--- config.mk ---
export PLATFORM = sky130hd
export DESIGN_NAME = sel_multi
export DESIGN_NICKNAME = d
export VERILOG_FILES = /design/src/rtl/sel_pkg.sv /design/src/rtl/sel_cell.sv /design/src/rtl/sel_tree.sv /design/src/rtl/sel_multi.sv
export SDC_FILE = /design/constraint.sdc
export NUM_CORES = 1
export LEC_CHECK = 0
export BUFFER_PORTS_ARGS = -buffer_cell sky130_fd_sc_hd__buf_4
export CAP_MARGIN = 20
export CELL_PAD_IN_SITES_DETAIL_PLACEMENT = 2
export CELL_PAD_IN_SITES_GLOBAL_PLACEMENT = 2
export CORE_ASPECT_RATIO = 1.25
export CORE_MARGIN = 8
export CORE_UTILIZATION = 28
export CTS_CLUSTER_SIZE = 40
export DETAILED_ROUTE_END_ITERATION = 8
export PLACE_DENSITY_LB_ADDON = 0.05
export SLEW_MARGIN = 20
export SYNTH_ARGS = -nofsm -noshare
export SYNTH_HDL_FRONTEND = slang
export SYNTH_SLANG_ARGS = --single-unit
--- constraint.sdc ---
create_clock -name clk -period 5.3 [get_ports clk]
set_clock_uncertainty 0.1 [all_clocks]
set_input_delay 1.06 -clock clk [delete_from_list [all_inputs] [get_ports clk]]
set_output_delay 1.06 -clock clk [all_outputs]
set_load 0.01 [all_outputs]
--- src/rtl/sel_pkg.sv ---
// Shared constants for the tree select arbiter.
package sel_pkg;
    // Number of children under each arbiter cell.
    localparam int unsigned CELL_RADIX = 4;
endpackage

--- src/rtl/sel_cell.sv ---
// One arbiter cell of the select tree.
// Reports whether any child requests, and forwards its enable to the
// lowest-indexed requesting child. Assumes the children are ordered by age.
module sel_cell #(
    parameter int unsigned RADIX = sel_pkg::CELL_RADIX
) (
    input  logic [RADIX-1:0] req_i,
    input  logic             en_i,
    output logic             any_o,
    output logic [RADIX-1:0] gnt_o
);
    // Summary of the requests, sent up to the parent cell.
    assign any_o = |req_i;

    // Fixed priority: the lowest index wins, and only while enabled.
    always_comb begin
        logic taken;
        taken = 1'b0;
        gnt_o = '0;
        for (int k = 0; k < RADIX; k++) begin
            if (req_i[k] && !taken) begin
                gnt_o[k] = en_i;
                taken    = 1'b1;
            end
        end
    end
endmodule

--- src/rtl/sel_tree.sv ---
// Select tree for one functional unit.
// Requests are summarised upward level by level, and the root enable is
// steered downward to a single leaf. Assumes N is a power of RADIX.
module sel_tree #(
    parameter int unsigned N     = 64,
    parameter int unsigned RADIX = sel_pkg::CELL_RADIX
) (
    input  logic [N-1:0] req_i,
    input  logic         root_en_i,
    output logic [N-1:0] gnt_o,
    output logic         any_o
);
    localparam int unsigned LEVELS = $clog2(N) / $clog2(RADIX);

    // Level 0 holds the leaves. Level LEVELS holds the root output.
    logic [N-1:0] up_v [LEVELS+1];
    logic [N-1:0] dn_v [LEVELS+1];

    assign up_v[0] = req_i;
    assign gnt_o   = dn_v[0];
    assign any_o   = up_v[LEVELS][0];
    assign dn_v[LEVELS][0] = root_en_i;

    genvar l, c;
    generate
        for (l = 0; l < LEVELS; l++) begin : g_lvl
            localparam int unsigned CELLS = N / (RADIX ** (l + 1));
            localparam int unsigned USED  = N / (RADIX ** l);
            for (c = 0; c < CELLS; c++) begin : g_cell
                sel_cell #(.RADIX(RADIX)) u_cell (
                    .req_i (up_v[l][c*RADIX +: RADIX]),
                    .en_i  (dn_v[l+1][c]),
                    .any_o (up_v[l+1][c]),
                    .gnt_o (dn_v[l][c*RADIX +: RADIX])
                );
            end
            if (l > 0) begin : g_tie
                // Tie off the vector bits above the cells of this level.
                assign up_v[l][N-1:USED] = '0;
                assign dn_v[l][N-1:USED] = '0;
            end
        end
        // Tie off the unused upper bits of the root level.
        assign up_v[LEVELS][N-1:1] = '0;
        assign dn_v[LEVELS][N-1:1] = '0;
    endgenerate
endmodule

--- src/rtl/sel_multi.sv ---
// Cascaded select for several functional units.
// Stage s picks among the requests left over by stages 0..s-1, gated by
// unit_free[s]. Grants and valid flags are registered (one cycle latency).
module sel_multi #(
    parameter int unsigned N      = 64,
    parameter int unsigned STAGES = 2
) (
    input  logic                       clk,
    input  logic                       rst_n,
    input  logic [N-1:0]               req,
    input  logic [STAGES-1:0]          unit_free,
    output logic [STAGES-1:0][N-1:0]   grant,
    output logic [STAGES-1:0]          grant_vld
);
    logic [N-1:0]              stage_req [STAGES];
    logic [STAGES-1:0][N-1:0]  gnt_c;
    logic [STAGES-1:0]         any_c;

    genvar s;
    generate
        for (s = 0; s < STAGES; s++) begin : g_stage
            if (s == 0) begin : g_first
                assign stage_req[s] = req;
            end else begin : g_next
                assign stage_req[s] = stage_req[s-1] & ~gnt_c[s-1];
            end
            sel_tree #(.N(N)) u_tree (
                .req_i     (stage_req[s]),
                .root_en_i (unit_free[s]),
                .gnt_o     (gnt_c[s]),
                .any_o     (any_c[s])
            );
        end
    endgenerate

    // Register the grants and valid flags for the issue stage.
    always_ff @(posedge clk) begin
        if (!rst_n) begin
            grant     <= '0;
            grant_vld <= '0;
        end else begin
            grant     <= gnt_c;
            grant_vld <= any_c & unit_free;
        end
    end
endmodule

==> metrics.yaml, run 1 <==
peakVddDrop_v: 0.0002089
ys.flop_type: "dfxtp_1"
slew_headroom: 0.3468
p_leak_nw: 3.244
clk_path_buf_depth: 2
arrival_ps: 4520
seq_area_frac_synth: 0.4523
dieArea_um2: 25420
post-route-period-util: 0.8176
wl_met2_mm: 11.97
clock.fmax_mhz: 230.8
antenna_cells: 0
nets: 919
hold_ws_ps: 769.2
h-tree-depth: 4
netlist_area_um2: 5754
slew_viol_final: 0
wl_met1_mm: 8.846
synth_most_common_cell: "dfxtp_1"
fp.dieW_um: 144.2
critical_path_class: "in -> reg"
synthArstFlopShare: 0
start_kind: "primary input"
max_cap_violations: 0
root_buffer: "clkbuf_16"
vias: 5746
ys_top_cells_by_count: "dfxtp_1 (130), nor2_1 (94), nand2_1 (53)"
drc: 0
cts_tree: "built"
worst_slew_pin_slew_ps: 970.8
grt_max_degree: 32
grt_pass1_wl_mm: 35.75
synth_edf_count: 0
gp_congestion: 0.7765
ioPinCount: 198
io_buffers: 197
hold_buffers: 0
synth_top_area_share: 0.4523
core_um2: 20170
drtIter0Drc: 161
ys_types: 61
grtUsageTotal: 0.1808
syn_nets: 735
path_max_fanout: 9
die_y_um: 176.3
wirelength_mm: 22.50
cts-resized-gates: 0
synth_seq_cells: 130
rsz0062_at_grt: "false"
routed_via_density: 5.071
overflow: 0
row_count: 58
area_growth_syn_to_layout_pct: 40.49
start_util: 0.2852
post_route_cells_drive_above_1_share: 0.2990
tns_ps: 0
p_per_area_nw_per_um2: 294.5
dp_hpwl_mm: 17.91
hold_violations: 0
wl_met3_mm: 1.316
routed.top_layer: "met4"
wire_per_inst_um: 19.85
cts_buffers: 17
status: "complete, no violations"
finalSetupViolCount: 0
post_synth.cell_area_avg_um2: 8.627
synth_top_area_cell: "dfxtp_1"
worstHoldPathType: "in -> reg"
antenna_found_initial: 0
syn_inst: 667
postCtsSetupRepairBufs: 0
fillers: 2310
postRouteAntennaNets: 0
worst_setup_path_end_kind: "flip-flop"
grt_pass1_vias: 6436
clkTransAtPathRegs_ps: 60
required_ps: 5480
drtPass1Iterations: 4
synth_warnings: 0
period_minus_slack_ps: 4333
cts_sinks: 130
synthTopCellsByArea: "dfxtp_1 (45%), nor2_1 (6.1%), nand2_1 (3.5%)"
-- worst max-delay path: stages --
cell and delay, ps:
buf_4 150, or4_1 580, nor4_2 600, nand2_1 320
or3_1 550, maj3_1 400, o31a_1 270, nor4b_1 420
a41oi_1 160
-- layer usage --
layer | vias to the layer above | GRT usage
met3 | 21 | 0.04730
met4 | 0 | 0.06084
met2 | 136 | 0.3362
met5 | - | 0
li1 | 2766 | -
met1 | 2823 | 0.1923
-- through the flow --
step             util  cells  total power, mW  worst slack, ps  cell area [µm²]
6_report       0.4007   1133            2.381            966.8             8084
5_1_grt        0.4007   1133            2.472            662.2             8084
4_1_cts        0.4007   1133            2.421            889.7             8084
3_5_place_dp   0.3709   1102            1.194            453.5             7483
3_3_place_gp   0.3709   1102            1.186            535.2             7483
2_1_floorplan       -    667            1.103             1256             5754
-- kinds of logic after synthesis --
family / Yosys count / share of synthesized area
AOI/OAI and AO/OA: 76 / 0.09372
buffers and inverters: 56 / 0.03870
adders and majority gates: 5 / 0.008698
xor gates and xnor gates: 20 / 0.03044
and+or+nand+nor: 374 / 0.3655
DFF: 130 / 0.4523
muxes: 6 / 0.01065
-- layout make-up --
| class | count | area, µm² | share of cell area |
|---|---|---|---|
| clock buffer | 19 | 442.9 | 0.05479 |
| sequential | 130 | 2603 | 0.3219 |
| timing repair buffer | 209 | 1569 | 0.1941 |
| inverter | 12 | 45.04 | 0.005572 |
| tap | 270 | 337.8 | 0.04179 |
| clock inverter | 12 | 157.7 | 0.01950 |
| multi-input combinational | 481 | 2929 | 0.3623 |
-- placed cells by master, fill, tap and decap left out, types with 7 or more instances in the layout --
master / count
a2111oi_0: 9
a21oi_1: 16
and3_1: 23
buf_4: 209
clkbuf_16: 17
dfxtp_1: 130
inv_1: 12
nand2_1: 53
nand2b_1: 9
nand3_1: 31
nand4_1: 7
nor2_1: 94
nor3_1: 36
nor3b_1: 21
nor4_1: 25
nor4b_1: 15
o21ai_0: 16
or4_1: 10
xnor2_1: 12
xor2_1: 8
-- path summary, 6_finish.rpt --
| path | endpoint | from | cells past startpoint | slack (ps) |
|---|---|---|---|---|
| min | grant[15] | req[14] | 2 | 770 |
| max | grant_vld[1] | req[34] | 9 | 970 |
-- state kept, by name, summed over array words and instances (netlist names) --
register / cells
grant: 128
grant_vld: 2
-- report_power, final --
part / leakage [nW] / internal, mW / total [mW] / switching, mW
clock network: 0.286 / 0.751 / 1.21 / 0.457
logic: 1.91 / 0.0764 / 0.191 / 0.115
registers: 1.05 / 0.980 / 0.981 / 0.000907
Power figures use the tool's default switching activity.
==> run 2: changes to the inputs <==
--- a/config.mk
+++ b/config.mk
@@ -11,7 +11,7 @@
 export CELL_PAD_IN_SITES_GLOBAL_PLACEMENT = 2
 export CORE_ASPECT_RATIO = 1.25
 export CORE_MARGIN = 8
-export CORE_UTILIZATION = 28
+export CORE_UTILIZATION = 26
 export CTS_CLUSTER_SIZE = 40
 export DETAILED_ROUTE_END_ITERATION = 8
 export PLACE_DENSITY_LB_ADDON = 0.05
==> constraint.sdc (replaced) <==
create_clock -name clk -period 3.9 [get_ports clk]
set_clock_uncertainty 0.1 [all_clocks]
set_input_delay 0.78 -clock clk [delete_from_list [all_inputs] [get_ports clk]]
set_output_delay 0.78 -clock clk [all_outputs]
set_load 0.01 [all_outputs]
==> run 2 against run 1 <==
  * Wire length up 3.4%
  * Critical endpoint unchanged
  * Non-clock buffer count up 54
  * Worst hold slack worse by 280 ps
  * Highest routed layer unchanged
  * Design area up 5.4%
  * Sequential power up 36%
  * Clock power up 37%
==> metrics.yaml, run 2 (same netlist as run 1, synthesis figures left out) <==
cts_buffers: 17  # unchanged
core_um2: 21980  # was 20170 µm²
peakVddDrop_v: 0.0002935  # was 0.0002089 V
fin_util: 0.3878  # was 0.4007
final_common_cell: "buf_4"  # unchanged
row_count: 61  # was 58
largest_register_ffs: 128  # unchanged
clk_path_buf_depth: 2  # unchanged
postRouteAntennaNets: 0  # unchanged
p_leak_nw: 3.508  # was 3.244 nW
dieArea_um2: 27180  # was 25420 µm²
root_buffer: "clkbuf_16"  # unchanged
antenna_cells: 0  # unchanged
ioPinCount: 198  # unchanged
min_path_cells: 2  # unchanged
vias: 5926  # was 5746
fp.dieW_um: 149.1  # was 144.2 µm
io_buffers: 197  # unchanged
grt_pass1_vias: 6732  # was 6436
routed_via_density: 4.934  # was 5.071
required_ps: 4060  # was 5480 ps
wirelength_mm: 23.25  # was 22.50 mm
drtPass1Iterations: 4  # unchanged
worstHoldPathType: "in -> reg"  # unchanged
setup_ws_ps: 284.1  # was 966.8 ps
h-tree-depth: 4  # unchanged
post-place-ws_ps: -421.1  # was 453.5 ps
drtIter0Drc: 150  # was 161
antenna_found_initial: 0  # unchanged
cts_tree: "built"  # unchanged
critical_path_class: "in -> reg"  # unchanged
start_util: 0.2618  # was 0.2852
finalSetupViolCount: 0  # unchanged
regArea_um2: 2603  # unchanged
p_per_area_nw_per_um2: 383.2  # was 294.5 nW/µm²
multiInputGateArea_um2: 2935  # was 2929 µm²
hold_violations: 0  # unchanged
cts_sinks: 130  # unchanged
start_kind: "primary input"  # unchanged
grt_pass1_wl_mm: 36.96  # was 35.75 mm
dp_hpwl_mm: 18.56  # was 17.91 mm
nets: 973  # was 919
wire_per_inst_um: 19.36  # was 19.85 µm
reg_top3: "grant x128, grant_vld x2"  # unchanged
grtUsageTotal: 0.1717  # was 0.1808
gr-usage-met2: 0.3126  # was 0.3362
overflow: 0  # unchanged
status: "complete, no violations"  # unchanged
post-route-period-util: 0.9272
post_route_cells_drive_above_1_share: 0.3420  # was 0.2990
slew_headroom: 0.5285  # was 0.3468
arrival_ps: 3770  # was 4520 ps
drc: 0  # unchanged
max_cap_violations: 0  # unchanged
clock.fmax_mhz: 276.6
gp_congestion: 0.7542  # was 0.7765
use_met3: 0.05253  # was 0.04730
top_register: "grant"  # unchanged
rsz0062_at_grt: "false"  # unchanged
use_met1: 0.1806  # was 0.1923
die_y_um: 182.3  # was 176.3 µm
hold_ws_ps: 493.5  # was 769.2 ps
fillers: 2487  # was 2310
final_cell_mix: "buf_4 (263), dfxtp_1 (130), nor2_1 (94)"  # was buf_4 (209), dfxtp_1 (130), nor2_1 (94)
globalRoute.busiestLayer: "met2"  # unchanged
area_growth_syn_to_layout_pct: 48.12  # was 40.49%
hold_buffers: 0  # unchanged
worst_slew_pin_slew_ps: 700.8  # was 970.8 ps
slew_viol_final: 0  # unchanged
worst_setup_path_end_kind: "flip-flop"  # unchanged
grt_max_degree: 31  # was 32
clkTransAtPathRegs_ps: 60  # about the same
power_mw: 3.266  # was 2.381 mW
period_minus_slack_ps: 3616
path_max_fanout: 5  # was 9
-- run 2: cell types whose count changed in the layout (fill, tap and decap cells not counted), sizes merged --
cell / delta
clkbuf: +1
clkinvlp: -1
clkinv: +1
buf: +54
-- run 2: cell type report --
cell class	count	share of cell area
multi-input combinational	481	0.3444
sequential	130	0.3053
clock inverter	12	0.01820
clock buffer	20	0.05358
tap	283	0.04154
inverter	12	0.005285
timing repair buffer	263	0.2316
-- run 2: final timing paths --
kind | startpoint | end
worst min-delay path | req[6] | grant[7]
worst max-delay path | req[39] | grant_vld[1]
-- run 2: metal layers --
| layer | wire [µm] | vias up |
|---|---|---|
| met2 | 12200 | 129 |
| li1 | - | 2883 |
| met4 | 520 | 0 |
| met3 | 1310 | 26 |
| met1 | 9222 | 2888 |
| met5 | 0 | - |
-- run 2: repair_timing --
item,4_1_cts,5_1_grt
cloned,0,0
setup endpoints to repair,1,1
endpoints found under the hold margin,0,0
setup buffers,0,3
gates resized for setup,1,0
pin swaps,0,1
-- run 2: power breakdown --
part           switching (mW)  leakage [nW]  total [mW]  internal, mW
logic                   0.161          2.16       0.276         0.115
registers             0.00115          1.05        1.33          1.33
clock network           0.615         0.297        1.66          1.04
total                   0.778          3.51        3.27          2.49
-- run 2: worst max-delay path, cell delays in order --
cell and delay [ps]:
buf_4 130, or4_1 590, nor4_2 300, buf_4 190, nand2_1 100, or3_1 390, maj3_1 370, o31a_1 290
nor4b_2 430, a41oi_1 210
-- run 2: through the flow --
| stage | instances | area (µm²) | setup TNS (ps) |
|---|---|---|---|
| 3_5_place_dp | 1166 | 7883 | -669.1 |
| 6_report | 1201 | 8523 | 0 |
| 5_1_grt | 1201 | 8523 | 0 |
| 2_1_floorplan | 667 | 5754 | 0 |
| 4_1_cts | 1198 | 8501 | 0 |
| 3_3_place_gp | 1166 | 7883 | -397.9 |
==> run 3: changes to the inputs <==
--- a/config.mk
+++ b/config.mk
@@ -9,12 +9,11 @@
 export CAP_MARGIN = 20
 export CELL_PAD_IN_SITES_DETAIL_PLACEMENT = 2
 export CELL_PAD_IN_SITES_GLOBAL_PLACEMENT = 2
-export CORE_ASPECT_RATIO = 1.25
 export CORE_MARGIN = 8
 export CORE_UTILIZATION = 26
 export CTS_CLUSTER_SIZE = 40
 export DETAILED_ROUTE_END_ITERATION = 8
-export PLACE_DENSITY_LB_ADDON = 0.05
+export PLACE_DENSITY_LB_ADDON = 0.1
 export SLEW_MARGIN = 20
 export SYNTH_ARGS = -nofsm -noshare
 export SYNTH_HDL_FRONTEND = slang
==> run 3 against run 2 <==
  * Critical path depth increased by 1
  * Maximum frequency decreased by 0.88%
  * Non-clock buffer count decreased by 12
  * Setup slack got worse by 32 ps
  * Count of clock-buffer cells in the layout unchanged
  * Flip-flop and latch count unchanged
  * First-iteration DRC count decreased by 5.3%
  * Sequential share of layout area increased by 0.20 points
  * Design area decreased by 0.66%
==> metrics.yaml, run 3 (same netlist as run 1, synthesis figures left out) <==
fin_area_um2: 8467  # was 8523 µm²
root_buffer: "clkbuf_16"  # unchanged
path_max_fanout: 14  # was 5
crit_chain: "buf_4 -> nor4_1 -> buf_4 -> nand4_1 -> or4_1 -> a2111oi_1 -> nor2_1 -> nor3_2 -> nand2b_1 -> buf_4 -> a2111oi_0"  # was buf_4 -> or4_1 -> nor4_2 -> buf_4 -> nand2_1 -> or3_1 -> maj3_1 -> o31a_1 -> nor4b_2 -> a41oi_1
h-tree-depth: 4  # unchanged
p_per_area_nw_per_um2: 397.2  # was 383.2 nW/µm²
post-route-period-util: 0.9354  # was 0.9272
top_register: "grant"  # unchanged
slowest_delay_ps: 590  # about the same
largest_register_ffs: 128  # unchanged
final_common_cell: "buf_4"  # unchanged
cts-resized-gates: 0  # was 1
required_ps: 4080  # was 4060 ps
worst_setup_path_end_kind: "flip-flop"  # unchanged
critical_path_class: "in -> reg"  # unchanged
gr-usage-met2: 0.3066  # was 0.3126
cts_sinks: 130  # unchanged
overflow: 0  # unchanged
antenna_found_initial: 0  # unchanged
row_count: 54  # was 61
core_um2: 21760  # was 21980 µm²
finalSetupViolCount: 0  # unchanged
final_cell_mix: "buf_4 (250), dfxtp_1 (130), nor2_1 (94)"  # was buf_4 (263), dfxtp_1 (130), nor2_1 (94)
path_common_cell: "buf_4"  # unchanged
clk_path_buf_depth: 2  # unchanged
grt_pass1_vias: 6748  # was 6732
hold_violations: 0  # unchanged
multiInputGateArea_um2: 2935  # unchanged
drtPass1Iterations: 4  # unchanged
area_growth_syn_to_layout_pct: 47.14  # was 48.12%
slew_viol_final: 0  # unchanged
grt_pass1_wl_mm: 37.31  # was 36.96 mm
power_mw: 3.363  # was 3.266 mW
fin_cells: 1186  # was 1201
nets: 961  # was 973
vias: 5956  # was 5926
antenna_cells: 0  # unchanged
status: "complete, no violations"  # unchanged
wirelength_mm: 23.79  # was 23.25 mm
dp_hpwl_mm: 18.55  # was 18.56 mm
hold_ws_ps: 485.7  # was 493.5 ps
dp.cells: 1154  # was 1166
globalRoute.busiestLayer: "met2"  # unchanged
crit_path_top_delay_cell: "or4_1"  # unchanged
slew_headroom: 0.5849  # was 0.5285
start_kind: "primary input"  # unchanged
worstHoldPathType: "in -> reg"  # unchanged
io_buffers: 197  # unchanged
period_minus_slack_ps: 3648  # was 3616 ps
start_util: 0.2645  # was 0.2618
die_y_um: 164.8  # was 182.3 µm
use_met1: 0.2054  # was 0.1806
placed_area_um2: 7824  # was 7883 µm²
postRouteAntennaNets: 0  # unchanged
clkTransAtPathRegs_ps: 60  # about the same
postCtsSetupRepairBufs: 0  # unchanged
max_cap_violations: 0  # unchanged
cts_tree: "built"  # unchanged
tns_ps: 0  # unchanged
dieArea_um2: 27150  # was 27180 µm²
peakVddDrop_v: 0.0002708  # was 0.0002935 V
post_route_cells_drive_above_1_share: 0.3333  # was 0.3420
reg_top3: "grant x128, grant_vld x2"  # unchanged
drc: 0  # unchanged
ioPinCount: 198  # unchanged
p_leak_nw: 3.471  # was 3.508 nW
use_met3: 0.04636  # was 0.05253
grt_max_degree: 32  # was 31
regArea_um2: 2603  # unchanged
gp_congestion: 0.7914  # was 0.7542
drtIter0Drc: 142  # was 150
fillers: 2455  # was 2487
worst_slew_pin_slew_ps: 617.0  # was 700.8 ps
fp.dieW_um: 164.8  # was 149.1 µm
arrival_ps: 3830  # was 3770 ps
cts_buffers: 17  # unchanged
hold_buffers: 0  # unchanged
clock.fmax_mhz: 274.1  # was 276.6 MHz
grtUsageTotal: 0.1749  # was 0.1717
wire_per_inst_um: 20.06  # was 19.36 µm
routed_via_density: 5.022  # was 4.934
[run 3: cell type report]
type | count | share of cell area
Timing Repair Buffer | 251 | 0.2240
Inverter | 12 | 0.005320
Tap cell | 280 | 0.04138
Clock buffer | 20 | 0.05394
Multi-Input combinational cell | 481 | 0.3467
Sequential cell | 130 | 0.3074
Clock inverter | 12 | 0.02128
[run 3: worst paths after layout]
check / startpoint / endpoint / slack, ps / cells past startpoint
hold / removal: req[6] / grant[7] / 490 / 2
setup / recovery: req[26] / grant[114] / 250 / 11
[run 3: worst max-delay path, delay by kind of cell]
| kind | cells | cell delay [ps] |
|---|---|---|
| and+or+nand+nor | 6 | 1670 |
| AOI/OAI and AO/OA | 2 | 830 |
| buffers and inverters | 3 | 540 |
[run 3: per-stage QoR]
stage,worst slack [ps],utilization
floorplan,135.9,-
CTS,53.78,0.3889
detailed placement,-293.4,0.3596
global placement,-40.69,0.3596
finish,251.9,0.3892
global route,-9.330,0.3892
[run 3: where the power goes]
group          internal, mW  switching, mW  leakage, nW  total [mW]
registers              1.33        0.00203         1.05        1.33
logic                 0.112          0.162         2.12       0.274
clock network          1.11          0.648        0.307        1.76
total                  2.55          0.812         3.47        3.36
[run 3: layer usage]
layer / wire length [µm] / vias up
li1: - / 2864
met2: 11910 / 145
met1: 10150 / 2926
met4: 285 / 0
met3: 1444 / 21
met5: 0 / -
